<file path="src/rtl/vctl_pkg.sv">
package vctl_pkg;
  localparam int unsigned CR_AW = 5;

  localparam logic [CR_AW-1:0] CR_REV = 5'd0;
  localparam logic [CR_AW-1:0] CR_CNT = 5'd1;
  localparam logic [CR_AW-1:0] CR_LEN = 5'd2;
  localparam logic [CR_AW-1:0] CR_CMP = 5'd4;
  localparam logic [CR_AW-1:0] CR_OVF = 5'd8;
  localparam logic [CR_AW-1:0] CR_SAT = 5'd12;

  typedef struct packed {
    logic rev;
    logic cnt;
    logic len;
    logic cmp;
    logic ovf;
    logic sat;
  } cr_sel_t;
endpackage

</file>
<file path="src/rtl/vctl_decode.sv">
module vctl_decode
  import vctl_pkg::*;
(
  input  logic [CR_AW-1:0] addr_i,
  input  logic             rd_i,
  input  logic             wr_i,
  output cr_sel_t          sel_o,
  output logic             illegal_o
);
  cr_sel_t sel;

  always_comb begin
    sel     = '0;
    sel.rev = (addr_i == CR_REV);
    sel.cnt = (addr_i == CR_CNT);
    sel.len = (addr_i == CR_LEN);
    sel.cmp = (addr_i == CR_CMP);
    sel.ovf = (addr_i == CR_OVF);
    sel.sat = (addr_i == CR_SAT);
  end

  assign sel_o     = sel;
  assign illegal_o = (rd_i | wr_i) & ~(|sel);


  sel_onehot_chk: assert final ($onehot0(sel));
endmodule

</file>
<file path="src/rtl/vctl_len_unit.sv">
module vctl_len_unit #(
  parameter int unsigned LEN_W    = 8,
  parameter int unsigned NUM_ELEM = 32,
  localparam int unsigned ACT_W   = $clog2(NUM_ELEM + 1)
) (
  input  logic                clk_i,
  input  logic                rst_ni,
  input  logic                we_i,
  input  logic [LEN_W-1:0]    wdata_i,
  input  logic                issue_i,
  output logic [LEN_W-1:0]    len_o,
  output logic                nop_o,
  output logic                err_o,
  output logic [NUM_ELEM-1:0] mask_o
);
  logic [LEN_W-1:0] len_q;
  logic [ACT_W-1:0] act_q;
  logic             len_zero, len_big;

  assign len_zero = (len_q == '0);
  assign len_big  = (len_q > LEN_W'(NUM_ELEM));
  assign nop_o    = issue_i & len_zero;
  assign err_o    = issue_i & len_big;
  assign len_o    = len_q;

  always_ff @(posedge clk_i or negedge rst_ni) begin
    if (!rst_ni) begin
      len_q <= '0;
    end else if (we_i) begin
      len_q <= wdata_i;
    end
  end

  // active length: issue samples the pre-write length
  always_ff @(posedge clk_i or negedge rst_ni) begin
    if (!rst_ni) begin
      act_q <= '0;
    end else if (issue_i) begin
      act_q <= (len_zero | len_big) ? '0 : len_q[ACT_W-1:0];
    end
  end

  for (genvar e = 0; e < NUM_ELEM; e++) begin : g_mask
    assign mask_o[e] = (act_q > ACT_W'(e));
  end


  len_hold_chk: assert property (@(posedge clk_i) disable iff (!rst_ni)
    !we_i |=> $stable(len_q));

  act_hold_chk: assert property (@(posedge clk_i) disable iff (!rst_ni)
    !issue_i |=> $stable(act_q));

  act_range_chk: assert property (@(posedge clk_i) disable iff (!rst_ni)
    issue_i |=> (act_q <= ACT_W'(NUM_ELEM)));

  issue_excl_chk: assert property (@(posedge clk_i) disable iff (!rst_ni)
    !(nop_o && err_o));
endmodule

</file>
<file path="src/rtl/vctl_flag_reg.sv">
module vctl_flag_reg #(
  parameter int unsigned N      = 32,
  parameter bit          STICKY = 1'b0
) (
  input  logic         clk_i,
  input  logic         rst_ni,
  input  logic         sw_we_i,
  input  logic [N-1:0] sw_data_i,
  input  logic         upd_valid_i,
  input  logic [N-1:0] upd_bits_i,
  input  logic [N-1:0] mask_i,
  output logic [N-1:0] q_o
);
  logic [N-1:0] q_q, upd_val;

  if (STICKY) begin : g_sticky
    assign upd_val = q_q | (upd_bits_i & mask_i);
  end else begin : g_replace
    assign upd_val = (q_q & ~mask_i) | (upd_bits_i & mask_i);
  end

  always_ff @(posedge clk_i or negedge rst_ni) begin
    if (!rst_ni) begin
      q_q <= '0;
    end else if (sw_we_i) begin
      q_q <= sw_data_i;
    end else if (upd_valid_i) begin
      q_q <= upd_val;
    end
  end

  assign q_o = q_q;


  outside_mask_chk: assert property (@(posedge clk_i) disable iff (!rst_ni)
    !sw_we_i |=> (((q_q ^ $past(q_q)) & ~$past(mask_i)) == '0));

  sw_wins_chk: assert property (@(posedge clk_i) disable iff (!rst_ni)
    sw_we_i |=> (q_q == $past(sw_data_i)));

  if (STICKY) begin : g_sticky_chk

    no_fall_chk: assert property (@(posedge clk_i) disable iff (!rst_ni)
      !sw_we_i |=> ((~q_q & $past(q_q)) == '0));
  end
endmodule

</file>
<file path="src/rtl/vctl_regs.sv">
module vctl_regs
  import vctl_pkg::*;
#(
  parameter int unsigned NUM_ELEM = 32,
  parameter int unsigned DATA_W   = 32,
  parameter int unsigned LEN_W    = 8,
  parameter logic [7:0]  IMP_ID   = 8'h00,
  parameter logic [7:0]  REV_ID   = 8'h01
) (
  input  logic                clk_i,
  input  logic                rst_ni,
  input  logic                cr_rd_i,
  input  logic                cr_wr_i,
  input  logic [CR_AW-1:0]    cr_addr_i,
  input  logic [DATA_W-1:0]   cr_wdata_i,
  output logic [DATA_W-1:0]   cr_rdata_o,
  output logic                cr_illegal_o,
  input  logic [DATA_W-1:0]   cycle_count_i,
  input  logic                issue_i,
  output logic                issue_nop_o,
  output logic                issue_len_err_o,
  input  logic                cmp_valid_i,
  input  logic [NUM_ELEM-1:0] cmp_bits_i,
  input  logic                ovf_valid_i,
  input  logic [NUM_ELEM-1:0] ovf_bits_i,
  input  logic                sat_valid_i,
  input  logic [NUM_ELEM-1:0] sat_bits_i
);
  localparam logic [DATA_W-1:0] REV_WORD = DATA_W'({IMP_ID, REV_ID});

  cr_sel_t             sel;
  logic [LEN_W-1:0]    len;
  logic [NUM_ELEM-1:0] mask, cmp_q, ovf_q, sat_q;

  vctl_decode u_decode (
    .addr_i    (cr_addr_i),
    .rd_i      (cr_rd_i),
    .wr_i      (cr_wr_i),
    .sel_o     (sel),
    .illegal_o (cr_illegal_o)
  );

  vctl_len_unit #(.LEN_W(LEN_W), .NUM_ELEM(NUM_ELEM)) u_len (
    .clk_i   (clk_i),
    .rst_ni  (rst_ni),
    .we_i    (cr_wr_i & sel.len),
    .wdata_i (cr_wdata_i[LEN_W-1:0]),
    .issue_i (issue_i),
    .len_o   (len),
    .nop_o   (issue_nop_o),
    .err_o   (issue_len_err_o),
    .mask_o  (mask)
  );

  vctl_flag_reg #(.N(NUM_ELEM), .STICKY(1'b0)) u_cmp (
    .clk_i       (clk_i),
    .rst_ni      (rst_ni),
    .sw_we_i     (cr_wr_i & sel.cmp),
    .sw_data_i   (cr_wdata_i[NUM_ELEM-1:0]),
    .upd_valid_i (cmp_valid_i),
    .upd_bits_i  (cmp_bits_i),
    .mask_i      (mask),
    .q_o         (cmp_q)
  );

  vctl_flag_reg #(.N(NUM_ELEM), .STICKY(1'b1)) u_ovf (
    .clk_i       (clk_i),
    .rst_ni      (rst_ni),
    .sw_we_i     (cr_wr_i & sel.ovf),
    .sw_data_i   (cr_wdata_i[NUM_ELEM-1:0]),
    .upd_valid_i (ovf_valid_i),
    .upd_bits_i  (ovf_bits_i),
    .mask_i      (mask),
    .q_o         (ovf_q)
  );

  vctl_flag_reg #(.N(NUM_ELEM), .STICKY(1'b1)) u_sat (
    .clk_i       (clk_i),
    .rst_ni      (rst_ni),
    .sw_we_i     (cr_wr_i & sel.sat),
    .sw_data_i   (cr_wdata_i[NUM_ELEM-1:0]),
    .upd_valid_i (sat_valid_i),
    .upd_bits_i  (sat_bits_i),
    .mask_i      (mask),
    .q_o         (sat_q)
  );

  always_comb begin
    cr_rdata_o = '0;
    if (cr_rd_i) begin
      if (sel.rev) cr_rdata_o = REV_WORD;
      if (sel.cnt) cr_rdata_o = cycle_count_i;
      if (sel.len) cr_rdata_o = DATA_W'(len);
      if (sel.cmp) cr_rdata_o = DATA_W'(cmp_q);
      if (sel.ovf) cr_rdata_o = DATA_W'(ovf_q);
      if (sel.sat) cr_rdata_o = DATA_W'(sat_q);
    end
  end


  illegal_zero_chk: assert property (@(posedge clk_i) disable iff (!rst_ni)
    cr_illegal_o |-> (cr_rdata_o == '0));

  rev_read_chk: assert property (@(posedge clk_i) disable iff (!rst_ni)
    (cr_rd_i && cr_addr_i == CR_REV) |-> (cr_rdata_o[DATA_W-1:16] == '0));

  idle_rdata_chk: assert property (@(posedge clk_i) disable iff (!rst_ni)
    !cr_rd_i |-> (cr_rdata_o == '0));
endmodule

</file>
<file path="config.mk">
export PLATFORM = sky130hd
export DESIGN_NAME = vctl_regs
export DESIGN_NICKNAME = d
export VERILOG_FILES = /design/src/rtl/vctl_pkg.sv /design/src/rtl/vctl_decode.sv /design/src/rtl/vctl_len_unit.sv /design/src/rtl/vctl_flag_reg.sv /design/src/rtl/vctl_regs.sv
export SDC_FILE = /design/constraint.sdc
export NUM_CORES = 1
export LEC_CHECK = 0
export BUFFER_PORTS_ARGS = -buffer_cell sky130_fd_sc_hd__buf_2
export CAP_MARGIN = 20
export CORE_MARGIN = 2
export CORE_UTILIZATION = 53
export CTS_CLUSTER_SIZE = 12
export DETAILED_ROUTE_END_ITERATION = 16
export GPL_TIMING_DRIVEN = 1
export PLACE_DENSITY = 0.87
export SLEW_MARGIN = 20
export SYNTH_ARGS = -nofsm -noshare
export SYNTH_HDL_FRONTEND = slang
export SYNTH_HIERARCHICAL = 1
export SYNTH_SLANG_ARGS = --single-unit
</file>
<file path="constraint.sdc">
create_clock -name clk_i -period 2.3 [get_ports clk_i]
set_clock_uncertainty 0.05 [all_clocks]
set_input_delay 0.345 -clock clk_i [delete_from_list [all_inputs] [get_ports clk_i]]
set_output_delay 0.345 -clock clk_i [all_outputs]
set_load 0.05 [all_outputs]
</file>
# [Word-level counts from Yosys, hierarchy flattened]
# Index checks and enable logic that the tools add are counted.
[word_totals] rom_bits=0 mem_count=0 output_inout_bits=35 input_bits=173 ramBits=0 latchBits=0 wordCells=81 reg_bits=110
[classes] div_mod_pow=0 muxes=14 mul=0 bitwise_logic=18 shifts=0 n_addsub=0 order_cmp=33 eq_ne=5 reduce_logical=6
[op_table] op="$mux W32" n=12
[op_table] op="$and A32 B32 Y32" n=4
[op_table] op="$gt A6 B5 Y1 const B" n=16
[op_table] op="$or A32 B32 Y32" n=3
[op_table] op="$gt A6 B4 Y1 const B" n=8
[op_table] op="$not A32 Y32" n=1
[op_table] op="$gt A6 B3 Y1 const B" n=4
[op_table] op="$gt A6 B1 Y1 const B" n=2
[op_table] op="$gt A6 B2 Y1 const B" n=2
[op_table] op="$eq A5 B4 Y1 const B" n=2
[op_table] op="$gt A8 B6 Y1 const B" n=1
[op_table] op="$logic_not A8 Y1" n=1
[op_table] op="$and A1 B1 Y1" n=7
[op_table] op="$mux W6" n=1
[op_table] op="$reduce_bool A2 Y1" n=3
[op_table] op="$reduce_or A6 Y1" n=1
[op_table] op="$eq A5 B1 Y1 const B" n=1
[op_table] op="$eq A5 B2 Y1 const B" n=1
[op_table] op="$eq A5 B3 Y1 const B" n=1
[op_table] op="$logic_not A5 Y1" n=1
[op_table] op="$or A1 B1 Y1" n=2
[op_table] op="$mux W1" n=1
[op_table] op="$not A1 Y1" n=1

# [Depth between registers and ports, before layout]
# Gate-level depths: netlist of the first run.
[logic_depth] word_depth=8 mapped_depth=9 ltp_nobuf=6

# [Cells and area by module]
# The synthesis of the first run kept the hierarchy.
[modules_own_cells] module="vctl_flag_reg (u_ovf ...)" area_each_um2=1501.4 n_inst=2 seq_area_each_um2=800.8 cells_each=138
[modules_own_cells] module="vctl_flag_reg (u_cmp)" area_each_um2=1824.2 n_inst=1 seq_area_each_um2=800.8 cells_each=174
[modules_own_cells] module="vctl_regs" area_each_um2=1480.2 n_inst=1 seq_area_each_um2=0.0 cells_each=227
[modules_own_cells] module="vctl_len_unit" area_each_um2=884.6 n_inst=1 seq_area_each_um2=350.3 cells_each=105
[modules_own_cells] module="vctl_decode" area_each_um2=92.6 n_inst=1 seq_area_each_um2=0.0 cells_each=14

# [Least setup slack after synthesis of the first run]
# Ideal clock, no wire load.
[synth_path] path_type="input -> output" start="input cr_addr_i[4]" end="output cr_rdata_o[1]" path_slack_ns=-0.455 stages=6 required_ns=1.905 path_buffers=1 t_arrival_ns=2.360 path_cell_list="or3_1 > nor3b_2 > buf_4 > a221oi_1 > a211o_1 > a21oi_1"
[synth_lines] element="start: declaration" line="vctl_regs.sv:14" rtl="input logic [CR_AW-1:0] cr_addr_i,"
[synth_lines] element="end: declaration" line="vctl_regs.sv:16" rtl="output logic [DATA_W-1:0] cr_rdata_o,"

==> results.txt, run 1 <==
Synth async-reset ratio: 100.0%
PortBufs: 207
R2R cell count: 4
Worst skew pair latency: 0.35 ns
Most frequent cells after synthesis: dfrtp_1 (110), inv_1 (77), a21oi_1 (73), a311oi_1 (54), nor2b_1 (48)
Die Width: 121.2 um
Number of fill cells: 842
Via/cell ratio: 6.533
Final worst slack: -0.3650 ns
Initial antenna violation count: 2
Psw: 2.515 mW
Worst-path cell chain: buf_8 > buf_6 > or2b_1 > nor4_4 > buf_6 > buf_12 > a221oi_4 > o31ai_4 > and2_4 > buf_8
DRT iter0 DRCs: 1021
Post-layout min period: 2.665 ns
Total die area: 14700 um^2
Reg-to-reg startpoint: u_len/act_q[3]
Switching part of the total power: 35.64%
Largest net degree at the start of global routing: 111
Synthesized Nets: 969
Area growth from synthesis to layout: 40.30%
Area used by multi-input combinational logic: 4293 um^2
Hold Fails Final Rpt: 0
Share of the synthesized area in the top cell type: 37.79%
Worst Hold Class: in -> async
Power Total: 7.057 mW
Synth Register Bits: 110
Synthesized instance count: 796
Clock share of power: 21.8%
Nets: 1192
Final slew viol count: 0
Routed WL per cell: 22.90 um
CP required: 1.90 ns
Clock buffer depth: 2
RSZ-0062 raised after global routing: yes
Worst path arrival time: 2.27 ns
CP endpoint kind: output pin
Layout cells sized above 1: 41.98%
Clk root buf: clkbuf_16
Drt pass-1 iters: 7
Int Pwr: 4.542 mW
Worst slew margin: 59.43%
Synth cell types: 46
Vias in the first global route: 7757
Syn_area_per_cell: 9.151 um^2
Top fanout value on the critical path: 15
GPL Wtd Cong: 0.8918
Register area share after synthesis: 37.79%
Remaining DRCs: 0
H-tree levels: 3
Reg area: 2753 um^2
Synth top area cells: dfrtp_1 (38%), a311oi_1 (6.5%), a21oi_1 (5.0%), nor2b_1 (4.1%), inv_1 (4.0%)
P_leak: 4.489 nW
Final core occ: 76.57%
Detailed Place HPWL: 16.34 mm
Mapped Area: 7284 um^2
Most used flip-flop cell after synthesis: dfrtp_1
Final period util: 115.9%
Final WL: 27.44 mm
EDFF count, synth: 0
Outcome: finished with violations
Max incr delay on CP: 0.35 ns
Hold_ws: 0.005429 ns
CP Class: in -> out
Starting density of the core: 54.57%
GRT overflow: 0
FF-to-FF setup slack: 0.41 ns
Most numerous cell in the Yosys netlist: dfrtp_1
CTS buffer count: 9
Die Ht: 121.2 um
Power share of the sequential group: 45.9%
Global-route wire length before repair: 40.52 mm
Core Footprint: 13350 um^2
TritonCTS clock tree: yes
Power per cell area: 690.5 nW/um^2
Diodes inserted: 0
Setup TNS: -6.945 ns
VDD IR-drop max: 0.0004145 V
CP max stage cell: o31ai_4
Max Clock Freq: 375.2 MHz
Num rows: 42
Part of the power in combinational logic: 32.3%
Least-Margin Pin Slew: 0.6086 ns
Clock Pin Slew Worst Setup and Hold Paths: 0.07 ns
Startpoint Class: input port
Synth area leader: dfrtp_1
Violated checks: negative setup slack
Final setup fails: 32
Antenna viol nets, final: 0
# Max-Cap Violations: 0
YS warnings: 6
I/O pin count: 208
Via count: 7826
CTS Sinks: 110
GRT Total Usage: 36.05%
worst max-delay path: cells and delay by family:
family / cells / cell delay [ns]
AOI/OAI and AO/OA: 2 / 0.40
buffers and inverters: 5 / 0.72
and+or+nand+nor: 3 / 0.79
metrics by stage:
step	worst slack [ns]	instance area, um^2	cells
floorplan	-0.02693	7402	796
global route	-0.4103	10220	1198
finish	-0.3650	10220	1198
CTS	-0.2718	9951	1195
global placement	-0.4297	8747	1157
detailed placement	-0.4630	8747	1157
final cells by class:
cell class	count	area share, %
multi-input combinational	535	42.01
sequential	110	26.93
tap	176	2.155
inverter	81	2.975
clock buffer	9	2.204
timing repair buffer	282	23.21
clock inverter	5	0.5142
cell usage in the layout (no fill, tap or decap), drive strengths merged, types with 6 or more instances in the layout:
cell type / count
buf: 279
dfrtp: 110
a21oi: 83
inv: 81
a311oi: 64
nor2b: 49
nand2: 43
o21ai: 33
and3: 32
a21boi: 32
o31a: 32
a221oi: 32
and2: 29
o31ai: 25
nand2b: 23
clkbuf: 12
or2b: 10
mux2: 9
nor2: 8
a211o: 7
nor3: 6
cells by family (layout without fill, tap and decap cells):
| group | count (synthesis) | after routing | synth area share, % |
|---|---|---|---|
| DFF | 110 | 110 | 37.79 |
| buffers and inverters | 151 | 377 | 10.84 |
| muxes | 9 | 9 | 1.391 |
| and+or+nand+nor | 213 | 213 | 17.37 |
| AOI/OAI and AO/OA | 313 | 313 | 32.62 |
worst max path at each step:
stage	cells after the start	slack (ns)	to	from
6_report	10	-0.37	cr_rdata_o[31]	cr_addr_i[4]
5_1_grt	10	-0.41	cr_rdata_o[31]	cr_addr_i[4]
4_1_cts	11	-0.27	cr_rdata_o[22]	cr_addr_i[0]
3_5_place_dp	9	-0.46	cr_rdata_o[31]	cr_addr_i[2]
3_3_place_gp	10	-0.43	cr_rdata_o[31]	cr_addr_i[1]
2_1_floorplan	8	-0.03	cr_rdata_o[0]	cr_addr_i[1]
power by group through the flow:
stage | Combinational, mW | Clock, mW | Sequential (mW)
after floorplan | 1.49 | 0 | 2.97
after global placement | 1.94 | 0 | 3.09
after detailed placement | 2.01 | 0 | 3.14
after CTS | 2.13 | 1.54 | 3.15
after global routing | 2.44 | 1.62 | 3.31
final | 2.28 | 1.54 | 3.24
layer usage:
| metal | up-vias | track usage (%) | part of all wire, % |
|---|---|---|---|
| met5 | - | 0 | 0.047 |
| met1 | 3769 | 44.21 | 37 |
| met4 | 2 | 20.26 | 4.0 |
| met2 | 580 | 58.78 | 49 |
| li1 | 3359 | - | - |
| met3 | 116 | 7.989 | 9.9 |
timing repair:
item                       in CTS  in global routing
setup buffers                  18                  6
gates cloned                    7                  3
hold buffers                    0                  0
resized for setup             148                 58
pin swaps                      59                 34
setup endpoints to repair      32                 55
Note: power is estimated with default switching activity, not from simulation.
==> inputs of run 2 (changes only) <==
CELL_PAD_IN_SITES_DETAIL_PLACEMENT = 0   (was not set)
CELL_PAD_IN_SITES_GLOBAL_PLACEMENT = 1   (was not set)
CORE_UTILIZATION = 39   (was 53)
PLACE_DENSITY = 0.86   (was 0.87)
==> run 2 against run 1 <==
- the run still ends with negative setup slack left
- highest routed layer is now met4
- hold slack improved by 0.19 ns
- maximum frequency is 4.5% higher
- routed wire length shrank 8.0%
- setup slack better by 0.11 ns
- first-iteration DRC count decreased by 49%
- sequential share of layout area grew 0.65 points
- power fell by 2.4%
- clock power about the same
- register-to-register slack lost 0.04 ns
- global-route usage is 11 points lower
- clock-buffer cell count up 3
==> results.txt, run 2 (synthesized netlist as in run 1, its figures left out) <==
TritonCTS clock tree: yes
Worst Hold Launch: cr_wdata_i[25]
CP Class: in -> out
CP max stage cell: or3_4
CTS buffer count: 9
R2R cell count: 4
Worst path arrival time: 2.16 ns
Clk root buf: clkbuf_16
Num rows: 49
Top fanout value on the critical path: 16
Worst Hold Class: in -> reg
Antenna viol nets, final: 0
H-tree levels: 3
Detailed Place HPWL: 17.48 mm
Startpoint Class: input port
P_leak: 4.367 nW
Final setup fails: 32
FF-to-FF setup slack: 0.37 ns
DRT iter0 DRCs: 516
Setup TNS: -6.257 ns
Final worst slack: -0.2514 ns
WHS Path Cells: 3
PortBufs: 207
Post-layout min period: 2.551 ns
Core Footprint: 18150 um^2
Global-route wire length before repair: 38.92 mm
Final slew viol count: 0
Drt pass-1 iters: 5
Worst-path cell chain: buf_2 > or3_4 > nor3b_4 > nor2b_4 > buf_12 > a221oi_2 > o31ai_1 > and2_2 > buf_6
Final period util: 110.9%
Die Width: 140.7 um
Max incr delay on CP: 0.41 ns
Largest net degree at the start of global routing: 65
Total die area: 19790 um^2
Vias in the first global route: 7135
GPL Wtd Cong: 0.8618
Hold Fails Final Rpt: 0
Placed Area: 8934 um^2
Final core occ: 54.98%
Via count: 7269
I/O pin count: 208
Via/cell ratio: 5.834
Most frequent cells in the layout: buf_2 (171), dfrtp_1 (110), inv_1 (77)
Worst slew margin: 62.72%
Post-layout instance area: 9978 um^2
Most common cell after layout, fill and taps aside: buf_2
GRT Total Usage: 25.02%
Number of fill cells: 1620
Final WL: 25.24 mm
Reg-to-reg startpoint: u_len/act_q[3]
Clock buffer depth: 2
Routed WL per cell: 20.26 um
Clock Pin Slew Worst Setup and Hold Paths: 0.07 ns
Starting density of the core: 40.14%
Violated checks: negative setup slack
Initial antenna violation count: 0
VDD IR-drop max: 0.0003841 V
Worst skew pair latency: 0.35 ns
Outcome: finished with violations
Layout cells sized above 1: 39.96%
Max Clock Freq: 391.9 MHz
Worst Setup SP: cr_addr_i[4]
Power per cell area: 690.3 nW/um^2
Die Ht: 140.7 um
RSZ-0062 raised after global routing: yes
Area growth from synthesis to layout: 36.98%
# Max-Cap Violations: 0
Least-Margin Pin Slew: 0.5592 ns
Nets: 1184
GRT overflow: 0
CTS Sinks: 110
Remaining DRCs: 0
Min-Delay Endpoint: u_ovf/q_o[25]
CP endpoint kind: output pin
CP required: 1.90 ns
run 2: cell type report:
| type | instances | area [um^2] | area share, % |
|---|---|---|---|
| antenna | 1 | 2.502 | 0.02508 |
| clock buffer | 12 | 236.5 | 2.370 |
| clock inverter | 4 | 47.55 | 0.4765 |
| inverter | 81 | 304.0 | 3.047 |
| multi-input combinational | 535 | 4124 | 41.33 |
| sequential | 110 | 2753 | 27.59 |
| tap | 229 | 286.5 | 2.871 |
| timing repair buffer | 274 | 2225 | 22.29 |
run 2: timing repair:
| action | 4_1_cts | 5_1_grt |
|---|---|---|
| endpoints found under the setup margin | 32 | 32 |
| pin swaps | 48 | 9 |
| setup buffers | 5 | 3 |
| hold endpoints to repair | 33 | 0 |
| gates resized for setup | 130 | 18 |
| hold buffers | 1 | 0 |
| gates cloned | 4 | 2 |
run 2: metrics by stage:
stage          cells  setup slack, ns  total power [mW]  hold WS [ns]
3_3_place_gp    1216          -0.4072             5.093        0.3177
4_1_cts         1242          -0.2998             6.883        0.1755
5_1_grt         1245          -0.3362             7.293        0.1831
2_1_floorplan    796         -0.02693             4.457    -0.0005911
6_report        1246          -0.2514             6.888        0.1915
3_5_place_dp    1216          -0.4579             5.177        0.3218
run 2: worst max-delay path: cells and delay by family:
kind                   cells  cell delay, ns
and+or+nand+nor            4            0.98
AOI/OAI and AO/OA          2            0.37
buffers and inverters      3            0.44
run 2: power by group:
part           total [mW]  internal [mW]  switching [mW]
Combinational        2.17           1.06            1.11
Sequential           3.16           2.64           0.517
Clock                1.57          0.844           0.723
run 2: metal layers:
metal	up-vias	global-route usage [%]	wire, um
met5	-	0	0
met2	326	41.46	12220
met4	0	6.105	318
li1	3350	-	-
met3	27	4.416	1676
met1	3566	34.17	11030
run 2: worst max path at each step:
stage	cells after the start	endpoint
final	9	cr_rdata_o[19]
after global routing	10	cr_rdata_o[10]
after CTS	11	cr_rdata_o[0]
after detailed placement	10	cr_rdata_o[17]
after global placement	10	cr_rdata_o[28]
after floorplan	8	cr_rdata_o[0]
